$ cat src/rtl/iso_io_pkg.sv
package iso_io_pkg;

    // release sequencer states
    typedef enum logic {
        ST_HOLD = 1'b0,
        ST_LIVE = 1'b1
    } iso_state_e;

endpackage

$ cat src/rtl/iso_cfg_chain.sv
module iso_cfg_chain #(
    parameter int LANES = 115
) (
    input  logic             clk,
    input  logic             rst_n,
    input  logic             cfg_en,
    input  logic             cfg_sd,
    output logic [LANES-1:0] cfg_q,
    output logic             cfg_so
);

    logic [LANES-1:0] chain_q;

    // new bit enters at the top lane and walks down toward lane 0
    always_ff @(posedge clk or negedge rst_n) begin
        if (!rst_n) begin
            chain_q <= '0;
        end else if (cfg_en) begin
            chain_q <= {cfg_sd, chain_q[LANES-1:1]};
        end
    end

    assign cfg_q  = chain_q;
    assign cfg_so = chain_q[0];

endmodule

$ cat src/rtl/iso_release_fsm.sv
module iso_release_fsm
    import iso_io_pkg::*;
(
    input  logic clk,
    input  logic rst_n,
    input  logic iso_n,
    output logic drive_ok
);

    iso_state_e state_q;
    iso_state_e state_d;

    always_ff @(posedge clk or negedge rst_n) begin
        if (!rst_n) begin
            state_q <= ST_HOLD;
        end else begin
            state_q <= state_d;
        end
    end

    always_comb begin
        state_d  = state_q;
        drive_ok = 1'b0;
        unique case (state_q)
            ST_HOLD: begin
                if (iso_n) begin
                    state_d = ST_LIVE;   // HOLD_TO_LIVE
                end
            end
            ST_LIVE: begin
                drive_ok = iso_n;        // isolation wins at once
                if (!iso_n) begin
                    state_d = ST_HOLD;   // LIVE_TO_HOLD
                end
            end
            default: begin
                state_d = ST_HOLD;
            end
        endcase
    end

endmodule

$ cat src/rtl/iso_io_cell.sv
module iso_io_cell (
    input  logic oe,
    input  logic fab_out,
    input  logic sys_in,
    output logic sys_out,
    output logic fab_in
);

    // each direction is forced to 0 when the other one owns the lane
    always_comb begin
        sys_out = oe ? fab_out : 1'b0;
        fab_in  = oe ? 1'b0    : sys_in;
    end

endmodule

$ cat src/rtl/iso_lane_steer.sv
module iso_lane_steer #(
    parameter int LANES = 115,
    parameter int LA_W  = 128
) (
    input  logic                  mode_sel,
    input  logic [LANES-1:0]      sys_out,
    input  logic [LANES-1:0]      oe,
    input  logic [LA_W-LANES-1:0] mon_sig,
    input  logic [LANES-1:0]      bus_from_host,
    input  logic [LANES-1:0]      la_from_host,
    output logic [LANES-1:0]      sys_in,
    output logic [LANES-1:0]      bus_to_host,
    output logic [LA_W-1:0]       la_to_host,
    output logic [LA_W-1:0]       la_oe
);

    localparam int MON_W = LA_W - LANES;

    always_comb begin
        sys_in      = '0;
        bus_to_host = '0;
        la_to_host  = '0;
        la_oe       = '0;
        if (mode_sel) begin
            sys_in     = la_from_host;
            la_to_host = {mon_sig, sys_out};
            la_oe      = {{MON_W{1'b1}}, oe};
        end else begin
            sys_in      = bus_from_host;
            bus_to_host = sys_out;
        end
    end

endmodule

$ cat src/rtl/iso_io_tile_array.sv
module iso_io_tile_array #(
    parameter int LANES = 115,
    parameter int LA_W  = 128
) (
    input  logic                  clk,
    input  logic                  rst_n,
    input  logic                  iso_n,
    input  logic                  mode_sel,
    input  logic                  cfg_sd,
    input  logic                  cfg_en,
    output logic                  cfg_so,
    input  logic [LANES-1:0]      fab_out,
    output logic [LANES-1:0]      fab_in,
    input  logic [LA_W-LANES-1:0] mon_sig,
    input  logic [LANES-1:0]      bus_from_host,
    output logic [LANES-1:0]      bus_to_host,
    input  logic [LANES-1:0]      la_from_host,
    output logic [LA_W-1:0]       la_to_host,
    output logic [LA_W-1:0]       la_oe
);

    logic [LANES-1:0] cfg_q;
    logic [LANES-1:0] oe_eff;
    logic [LANES-1:0] sys_out;
    logic [LANES-1:0] sys_in;
    logic             drive_ok;

    iso_cfg_chain #(.LANES(LANES)) u_chain (
        .clk    (clk),
        .rst_n  (rst_n),
        .cfg_en (cfg_en),
        .cfg_sd (cfg_sd),
        .cfg_q  (cfg_q),
        .cfg_so (cfg_so)
    );

    iso_release_fsm u_fsm (
        .clk      (clk),
        .rst_n    (rst_n),
        .iso_n    (iso_n),
        .drive_ok (drive_ok)
    );

    assign oe_eff = drive_ok ? cfg_q : '0;

    for (genvar g = 0; g < LANES; g++) begin : g_cell
        iso_io_cell u_cell (
            .oe      (oe_eff[g]),
            .fab_out (fab_out[g]),
            .sys_in  (sys_in[g]),
            .sys_out (sys_out[g]),
            .fab_in  (fab_in[g])
        );
    end

    iso_lane_steer #(.LANES(LANES), .LA_W(LA_W)) u_steer (
        .mode_sel      (mode_sel),
        .sys_out       (sys_out),
        .oe            (oe_eff),
        .mon_sig       (mon_sig),
        .bus_from_host (bus_from_host),
        .la_from_host  (la_from_host),
        .sys_in        (sys_in),
        .bus_to_host   (bus_to_host),
        .la_to_host    (la_to_host),
        .la_oe         (la_oe)
    );

endmodule

$ cat config.mk
export PLATFORM = sky130hd
export DESIGN_NAME = iso_io_tile_array
export DESIGN_NICKNAME = d
export VERILOG_FILES = /design/src/rtl/iso_io_pkg.sv /design/src/rtl/iso_cfg_chain.sv /design/src/rtl/iso_release_fsm.sv /design/src/rtl/iso_io_cell.sv /design/src/rtl/iso_lane_steer.sv /design/src/rtl/iso_io_tile_array.sv
export SDC_FILE = /design/constraint.sdc
export NUM_CORES = 1
export LEC_CHECK = 0
export ABC_CLOCK_PERIOD_IN_PS = 1700
export BUFFER_PORTS_ARGS = -buffer_cell sky130_fd_sc_hd__clkbuf_2
export CORE_AREA = 2 2 336 338
export DETAILED_ROUTE_END_ITERATION = 7
export DIE_AREA = 0 0 338 340
export HOLD_SLACK_MARGIN = 0.05
export PLACE_DENSITY = 0.39
export SLEW_MARGIN = 10
export SYNTH_ARGS = -nofsm -noshare
export SYNTH_HDL_FRONTEND = slang
export SYNTH_SLANG_ARGS = --single-unit
export TNS_END_PERCENT = 5
$ cat constraint.sdc
create_clock -name clk -period 1.7 [get_ports clk]
set_input_delay 0.17 -clock clk [delete_from_list [all_inputs] [get_ports clk]]
set_output_delay 0.17 -clock clk [all_outputs]
set_load 0.05 [all_outputs]
==> out/metrics.cfg <==
[status]
status = finished, violations left
violations = setup timing

[route]
drt_pre_antenna_iters = 4
via_per_inst = 3.54
wl_microns = 78600
vias = 12664
wl_per_cell_microns = 22.0
antenna_left = 0
drc_errors = 0
drtIter0Drc = 542

[synthesis]
syn_area_sq_mm = 0.0101
async_reset_ff_share_pct = 100
synth_cell_types = 15
synth-seq-cells = 116
syn_nets = 1545
synth_flop_cell = dfrtp_1
synth_cells = 1181
yosys_warnings = 0
synth.top_cell.area_share_pct = 28.8
syn_area_per_cell_sq_um = 8.53
ys_seq_area_share_pct = 28.8
synth_most_common_cell = nor3_1
synth_area_leaders = dfrtp_1 29%, mux2_1 13%, mux2i_1 11%, nor3_1 11%, buf_4 10%
synth-edff-count = 0
post-synth-top-area-cell = dfrtp_1
netlist_top_cells_count = 230 x nor3_1, 134 x buf_4, 116 x dfrtp_1, 116 x nand2_1

[die]
ios = 851
die_y_microns = 340
dieWidth_microns = 338
core_area_sq_mm = 0.112
die_area_sq_mm = 0.115
num_rows = 123
start_util_pct = 9.03

[grt]
antenna_found_initial = 9
gr-total-overflow = 0
grt_pass1_wl_microns = 105000
grt_pass1_vias = 12890
gr-usage-all-layers_pct = 13.2
grt_max_degree = 58

[place]
dp_hpwl_microns = 65500
placed_area_sq_mm = 0.0201
place_inst = 3530
port_buffers = 850
place_ws_ps = -89.6
gp_congestion = 0.825

[setup_path]
timing.critical_path.buf_inv = 3
crit_top_cell = buf_12
cp.required_ps = 1530
critPathCaptureType = primary output
cp-start-kind = register
max_stage_delay_ps = 370
path_cells = and2_4, buf_12, buf_12, and3_1, clkbuf_4
crit_slowest_cell = dfrtp_1
cp.arrival_ps = 1970
crit_type = register to primary output
crit_fanout = 26
crit_family = buffers and inverters

[timing]
final_max_slew_viol_count = 0
worstMarginPinSlew_ps = 778
rsz0062_at_grt = true
setup_violations = 460
fin_ws_ps = -443
setup_tns_ps = -133980
slew_headroom_pct = 48.1
hold_viol = 0
skew_ps = 11.2
max_freq_mhz = 467
period_needed_ps = 2140
whs_ps = 189
finalCritPeriodShare_pct = 126

[clocking]
clk_pin_slew_ps = 60
cts_buffer_depth = 2
cts_tree = yes
cts_made_buffers = 17
root_buffer = clkbuf_16
cts_sinks = 116
h-tree-depth = 4
clk_latency_ps = 490

[job]
maxCapViolCount = 0

[hold_path]
min_path_type = primary input to asynchronous set/reset pin

[power]
power_mw = 12.9
leakagePower_nw = 11.3
irDropWorstVdd_mv = 0.647
p_per_area_mw_per_mm2 = 532

[final_layout]
fin_nets = 2424
layout-drive-gt1-share_pct = 67.2
final_cells = 3579
fin_util_pct = 21.7
fin_area_sq_mm = 0.0242
area_delta_synth_final_pct = 140

## report_power, final
group / internal (mW) / total, mW / switching (mW)
sequential: 3.06 / 3.64 / 0.584
clock: 2.20 / 3.75 / 1.54
combinational: 2.24 / 5.48 / 3.24
total: 7.50 / 12.9 / 5.37
## sequential cells by signal (all words and copies together), names as in the netlist
| register | cells |
|---|---|
| u_fsm.state_q | 1 |
| u_chain.cfg_q | 115 |
## metal layers
metal  track usage, %  routed length, microns  share of wire [%]  up-vias
li1                 -                       -                  -     5857
met1             16.7                   33600                 43     6188
met2             21.6                   37300                 48      547
met3             3.79                    5750                7.3       64
met4             4.16                    1830                2.3        8
met5                0                      47              0.060        -
## final timing paths
check / slack (ps) / cells past startpoint / to / startpoint
min in group clk: 230 / 2 / u_chain.cfg_q[31] / cfg_en
hold reg to reg: 580 / 1 / u_chain.cfg_q[61] / u_chain.cfg_q[61]
setup / recovery: -440 / 5 / la_oe[109] / u_fsm.state_q
max in group asynchronous: 910 / 3 / u_chain.cfg_q[64] / rst_n
setup reg to reg: 570 / 2 / u_chain.cfg_q[108] / u_chain.cfg_q[109]
hold / removal: 190 / 2 / u_chain.cfg_q[99] / rst_n
## repair_timing
action	CTS	global route
resized for setup	559	385
endpoints found under the setup margin	460	460
gates cloned	1	1
pin swaps	19	21
hold buffers	2	1
buffers inserted	4	2
hold endpoints to repair	118	1
## worst register-to-register path: cells and delay by family (launching register included)
| family | cells | cell delay (ps) |
|---|---|---|
| buffers and inverters | 1 | 210 |
| flip-flops | 1 | 530 |
| multiplexers | 1 | 280 |
## layout by cell type (no fill, tap or decap), types with 76 or more instances in the layout
cell type / instances
clkbuf_2: 378
buf_4: 242
nor3_2: 97
mux2i_1: 115
buf_8: 76
nand2_1: 113
buf_12: 249
and3_1: 105
dfrtp_1: 115
mux2_1: 115
## cell families after synthesis
logic type	count (synthesis)	share of synthesized area [%]
buffers and inverters	245	16.7
and+or+nand+nor	475	23.8
DFF	116	28.8
AOI/OAI and AO/OA	115	6.46
muxes	230	24.3
## area by class of cell
class | count | area [sq um]
fill | 12219 | 87400
timing repair buffer | 1104 | 11700
multi-input combinational | 820 | 7080
sequential | 116 | 2900
tap | 1500 | 1880
clock buffer | 21 | 460
clock inverter | 10 | 108
antenna | 7 | 17.5
inverter | 1 | 8.76
(Power assumes the default switching activity.)
